==> src/rtl/conv_status_pkg.sv <==
package conv_status_pkg;
  localparam int NUM_FLAGS = 5;
  localparam int BUS_DW    = 32;

  // Bit positions of the status flags; software decodes these.
  localparam int IDX_WINDOW    = 0;
  localparam int IDX_CONV_DONE = 1;
  localparam int IDX_GRP_DONE  = 2;
  localparam int IDX_INJ_START = 3;
  localparam int IDX_REG_START = 4;

  typedef logic [NUM_FLAGS-1:0] flag_vec_t;
endpackage

==> src/rtl/csr_bus_decode.sv <==
module csr_bus_decode #(
  parameter int ADDR_W = 4,
  parameter int DATA_W = 32,
  parameter int NFLAG  = 5,
  parameter logic [ADDR_W-1:0] OFFSET = '0
) (
  input  logic [ADDR_W-1:0] addr,
  input  logic              wr,
  input  logic              rd,
  input  logic [DATA_W-1:0] wdata,
  output logic              rd_hit,
  output logic [NFLAG-1:0]  clr_mask
);
  logic sel;
  logic unused_hi;

  assign sel       = (addr == OFFSET);
  assign rd_hit    = rd & sel;
  // Zero written to a flag bit requests its clear; reserved bits are dropped.
  assign clr_mask  = (wr & sel) ? ~wdata[NFLAG-1:0] : '0;
  assign unused_hi = ^wdata[DATA_W-1:NFLAG];
endmodule

==> src/rtl/csr_flag_bit.sv <==
module csr_flag_bit (
  input  logic clk,
  input  logic rst,
  input  logic set_i,
  input  logic clr_i,
  output logic q_o
);
  always_ff @(posedge clk) begin
    if (rst)        q_o <= 1'b0;
    else if (set_i) q_o <= 1'b1;
    else if (clr_i) q_o <= 1'b0;
  end

  // a set in the same cycle as a clear leaves the flag at 1
  a_r9_set_wins: assert property (@(posedge clk) disable iff (rst)
    set_i |=> q_o);
  // a clear with no set drops the flag
  a_r4_clear_drops: assert property (@(posedge clk) disable iff (rst)
    (clr_i && !set_i) |=> !q_o);
  // with no set and no clear the flag holds its value
  a_r3_sticky: assert property (@(posedge clk) disable iff (rst)
    (!set_i && !clr_i) |=> $stable(q_o));
endmodule

==> src/rtl/conv_status_reg.sv <==
module conv_status_reg
  import conv_status_pkg::*;
#(
  parameter int ADDR_W = 4,
  parameter logic [ADDR_W-1:0] REG_OFFSET = '0
) (
  input  logic                 clk,
  input  logic                 rst,
  input  logic [ADDR_W-1:0]    bus_addr,
  input  logic                 bus_wr,
  input  logic [BUS_DW-1:0]    bus_wdata,
  input  logic                 bus_rd,
  output logic [BUS_DW-1:0]    bus_rdata,
  input  logic                 ev_reg_start,
  input  logic                 ev_inj_start,
  input  logic                 ev_reg_end,
  input  logic                 ev_inj_end,
  input  logic                 inj_last,
  input  logic                 ev_window,
  input  logic                 dr_read,
  output logic [NUM_FLAGS-1:0] flags_o
);
  flag_vec_t set_vec, clr_vec, sw_clr, flags;
  logic      rd_hit;
  logic      grp_end;

  csr_bus_decode #(
    .ADDR_W(ADDR_W), .DATA_W(BUS_DW), .NFLAG(NUM_FLAGS), .OFFSET(REG_OFFSET)
  ) u_dec (
    .addr(bus_addr), .wr(bus_wr), .rd(bus_rd), .wdata(bus_wdata),
    .rd_hit(rd_hit), .clr_mask(sw_clr)
  );

  assign grp_end = ev_inj_end & inj_last;

  always_comb begin
    set_vec                = '0;
    set_vec[IDX_WINDOW]    = ev_window;
    set_vec[IDX_CONV_DONE] = ev_reg_end | grp_end;
    set_vec[IDX_GRP_DONE]  = grp_end;
    set_vec[IDX_INJ_START] = ev_inj_start;
    set_vec[IDX_REG_START] = ev_reg_start;
    clr_vec                = sw_clr;
    clr_vec[IDX_CONV_DONE] = sw_clr[IDX_CONV_DONE] | dr_read;
  end

  for (genvar g = 0; g < NUM_FLAGS; g++) begin : g_flag
    csr_flag_bit u_bit (
      .clk(clk), .rst(rst), .set_i(set_vec[g]), .clr_i(clr_vec[g]), .q_o(flags[g])
    );
  end

  always_ff @(posedge clk) begin
    if (rst)         bus_rdata <= '0;
    else if (rd_hit) bus_rdata <= {{(BUS_DW-NUM_FLAGS){1'b0}}, flags};
    else             bus_rdata <= '0;
  end

  assign flags_o = flags;

  // reserved bits read zero
  a_r11_reserved_zero: assert property (@(posedge clk) disable iff (rst)
    bus_rdata[BUS_DW-1:NUM_FLAGS] == '0);
  // a hit read returns the pre-edge flags
  a_r11_read_data: assert property (@(posedge clk) disable iff (rst)
    (bus_rd && bus_addr == REG_OFFSET) |=> bus_rdata[NUM_FLAGS-1:0] == $past(flags_o));
  // a foreign write with no other activity changes nothing
  a_r5_foreign_write: assert property (@(posedge clk) disable iff (rst)
    (bus_wr && bus_addr != REG_OFFSET && !ev_reg_start && !ev_inj_start &&
     !ev_reg_end && !ev_inj_end && !ev_window && !dr_read) |=> $stable(flags_o));
  // a non-final injected channel alone leaves group-complete untouched
  a_r7_grp_needs_last: assert property (@(posedge clk) disable iff (rst)
    (!(ev_inj_end && inj_last) && !flags_o[IDX_GRP_DONE]) |=> !flags_o[IDX_GRP_DONE]);
  // data-register read with no completion event clears bit 1
  a_r8_dr_read_clears: assert property (@(posedge clk) disable iff (rst)
    (dr_read && !ev_reg_end && !(ev_inj_end && inj_last)) |=> !flags_o[IDX_CONV_DONE]);
endmodule

==> config.mk <==
export PLATFORM = sky130hd
export DESIGN_NAME = conv_status_reg
export DESIGN_NICKNAME = d
export VERILOG_FILES = /design/src/rtl/conv_status_pkg.sv /design/src/rtl/csr_bus_decode.sv /design/src/rtl/csr_flag_bit.sv /design/src/rtl/conv_status_reg.sv
export SDC_FILE = /design/constraint.sdc
export NUM_CORES = 1
export LEC_CHECK = 0
export ABC_AREA = 1
export CAP_MARGIN = 25
export CORE_MARGIN = 1.5
export CORE_UTILIZATION = 35
export CTS_BUF_LIST = sky130_fd_sc_hd__clkbuf_16
export CTS_CLUSTER_SIZE = 14
export DETAILED_ROUTE_END_ITERATION = 8
export DONT_BUFFER_PORTS = 1
export PLACE_DENSITY = 0.54
export RECOVER_POWER = 50
export REMOVE_ABC_BUFFERS = 1
export SLEW_MARGIN = 0
export SYNTH_ARGS = -nofsm -noshare
export SYNTH_HDL_FRONTEND = slang
export SYNTH_HIERARCHICAL = 1
export SYNTH_SLANG_ARGS = --single-unit
export TNS_END_PERCENT = 1
==> constraint.sdc <==
create_clock -name clk -period 0.8 [get_ports clk]
set_input_delay 0.08 -clock clk [delete_from_list [all_inputs] [get_ports clk]]
set_output_delay 0.08 -clock clk [all_outputs]
set_load 0.005 [all_outputs]
==> run metrics <==
Wirelength per Cell 7.63 µm; Clk pwr share 56.8%; TritonCTS clock tree yes; crit start category input port; Final Slew Violations 0; routed via count 416; EDFF count, synth 0; total CTS buffers 3; detailed placer's ending HPWL 717 µm; crit path buf inv count 1; remaining antenna violation count after routing 0; Clk pin slew, worst setup/hold paths 40 ps; setup repair after global routing missed its margin false; list of most frequent post-synthesis cells 27 x sky130_fd_sc_hd__buf_4, 18 x sky130_fd_sc_hd__inv_1, 10 x sky130_fd_sc_hd__dfxtp_1, 10 x sky130_fd_sc_hd__nor2_1, 7 x sky130_fd_sc_hd__nand2_1; Site Rows 15; final routed DRC violation total 0; I/O pin count 84; final weighted congestion of routability-driven global placement 0.655; Int Power 1.21 mW; final setup violation count 0; Mapped Cells 84; share of the synthesized area in the top cell type 32.5%; max incr delay on CP 720 ps; Total Routed Length 878 µm; leakage 0.349 nW; async set or reset register ratio after synthesis 0%; highest achievable clock rate 1360 MHz; share of the synthesized netlist area taken by xor and xnor gates 0%; Logic pwr share 7.3%; placed cells 108; share of synthesized cell area in full adder, half adder and majority cells 0%; level count of the clock H-tree 1; Critical Path, Cell by Cell dlygate4sd3_1 > a21oi_2; worst-path cell with the longest stage delay sky130_fd_sc_hd__dlygate4sd3_1; count of fill cells added during filler insertion 174; total setup buffers inserted after CTS 0; required time at the endpoint of the critical path 910 ps; P_sw 0.295 mW; clock tree sinks 10; area added between synthesis and finish 6.61%; remaining global-route overflow 0; cell area after technology mapping 624 µm²; fraction of layout instances using a drive strength above 1 14.4%; largest net degree at the start of global routing 6; width of the die 45.2 µm; largest area contributor in the synthesized netlist sky130_fd_sc_hd__buf_4; number of nets at the end of the flow 139; count of routing violations after the opening detailed-route iteration 6; TritonRoute pass-1 iters 3; Initial Utilization 36.6%; Sw Ratio 19.6%; fraction of the mapped netlist area in compound gates 7.01%; register bit total from synthesis 10; fraction of synthesized area in multiplexers 0%; first-pass GRT wire length 1.39 mm; post-cts repair resize count 0; top post-synthesis cells by area sky130_fd_sc_hd__buf_4 32%, sky130_fd_sc_hd__dfxtp_1 32%, sky130_fd_sc_hd__inv_1 11%; largest family of logic cells by synthesized area buffers and inverters; deepest clock path buffer count 2; warning count from the yosys run 6; sequential share of power 35.9%; class of the most critical setup path in -> reg; number of distinct library cell variants in the gate-level netlist after synthesis 12; latest clock arrival within the worst-skew pair 230 ps; final core utilization 39.0%; total die area 0.00205 mm²; most frequent cell after synthesis sky130_fd_sc_hd__buf_4; ys flop type sky130_fd_sc_hd__dfxtp_1; Max rail drop VDD 0.000930 V; Worst Path Max Fanout 5; Hold-fix buffers, CTS 4; clk root buf sky130_fd_sc_hd__clkbuf_16; Worst path top cell family by delay buffers and inverters; Final period util 92.1%; final worst hold slack 54.6 ps; total routing usage reported by global routing 10.2%; number of vias per cell 3.62; Core Footprint 0.00171 mm²; antenna diode instance count 0; input/output buffers 0; path type of the worst min-delay path in -> reg; kind of capture point of the worst setup path register; sequential-to-total area share from yosys stat 32.1%; vertical die dimension 45.2 µm; outcome completed; fraction of the mapped netlist area in simple logic gates 17.0%; arrival time at the worst endpoint 850 ps; initial antenna violation count 0; total power density per cell area 2250 mW/mm²; Post-Syn Area per Cell 7.43 µm²; via count of the first global-routing pass 335; post-layout instance count excluding filler cells 115; final critical delay including setup and external delays 737 ps; Fin Clk Skew 2.12 ps; number of max-cap violations 0; hold violation count in the final report 0
-- cell type report --
class / instances / area [µm²] / area share, %
Sequential cell: 10 / 200 / 30.1
Tap cell: 25 / 31.3 / 4.70
Timing Repair Buffer: 4 / 40.0 / 6.02
Clock buffer: 3 / 75.1 / 11.3
Inverter: 18 / 67.6 / 10.2
Multi-Input combinational cell: 55 / 251 / 37.8
-- cells by family after synthesis --
| logic type | count (synthesis) |
|---|---|
| buffers and inverters | 45 |
| and+or+nand+nor | 23 |
| DFF | 10 |
| AOI/OAI and AO/OA | 5 |
| other | 1 |
-- flip-flops by register name, summed over array words and instances, names as in the netlist --
register / count
g_flag.u_bit/q_o: 5
bus_rdata: 5
-- stage by stage --
stage                     setup TNS, ps  setup slack, ps  power (mW)  area, µm²
after global placement            -32.5            -32.5       0.632        551
after global routing                  0             27.5        1.56        666
after detailed placement          -80.5            -80.5       0.635        551
after floorplan                       0             97.1       0.623        519
final                                 0             63.4        1.50        666
after CTS                             0             60.4        1.52        666
-- layout by cell type (no fill, tap or decap) --
cell                            Yosys  final
sky130_fd_sc_hd__a21oi_2            5      5
sky130_fd_sc_hd__and3_2             1      1
sky130_fd_sc_hd__clkbuf_16          0      3
sky130_fd_sc_hd__conb_1             1     27
sky130_fd_sc_hd__dfxtp_1           10     10
sky130_fd_sc_hd__dlygate4sd3_1      0      4
sky130_fd_sc_hd__inv_1             18     18
sky130_fd_sc_hd__nand2_1            7      7
sky130_fd_sc_hd__nand2_2            1      1
sky130_fd_sc_hd__nand3_2            1      1
sky130_fd_sc_hd__nor2_1            10     10
sky130_fd_sc_hd__nor2_2             2      2
sky130_fd_sc_hd__or2_1              1      1
-- routing by layer --
layer	up-vias	routed length [µm]	GRT usage, %
met1	177	337	10.8
met4	0	31	10.6
li1	199	-	-
met2	35	410	15.7
met5	-	0	0
met3	5	99	2.40
-- power by group through the flow --
stage	combinational (mW)	clock [mW]	sequential, mW
finish	0.110	0.852	0.539
floorplan	0.0809	0	0.542
global placement	0.0855	0	0.547
detailed placement	0.0874	0	0.547
global route	0.130	0.887	0.541
CTS	0.109	0.868	0.539
-- final timing paths --
kind / from / to / slack, ps / cells after the start
hold / removal: rst / bus_rdata[3]$_SDFF_PP0_ / 50 / 3
setup / recovery: rst / g_flag[1].u_bit/q_o$_SDFFE_PP0P_ / 60 / 2
hold reg to reg: g_flag[2].u_bit/q_o$_SDFFE_PP0P_ / bus_rdata[2]$_SDFF_PP0_ / 460 / 2
setup reg to reg: g_flag[1].u_bit/q_o$_SDFFE_PP0P_ / g_flag[1].u_bit/q_o$_SDFFE_PP0P_ / 180 / 2
(Power assumes the default switching activity.)
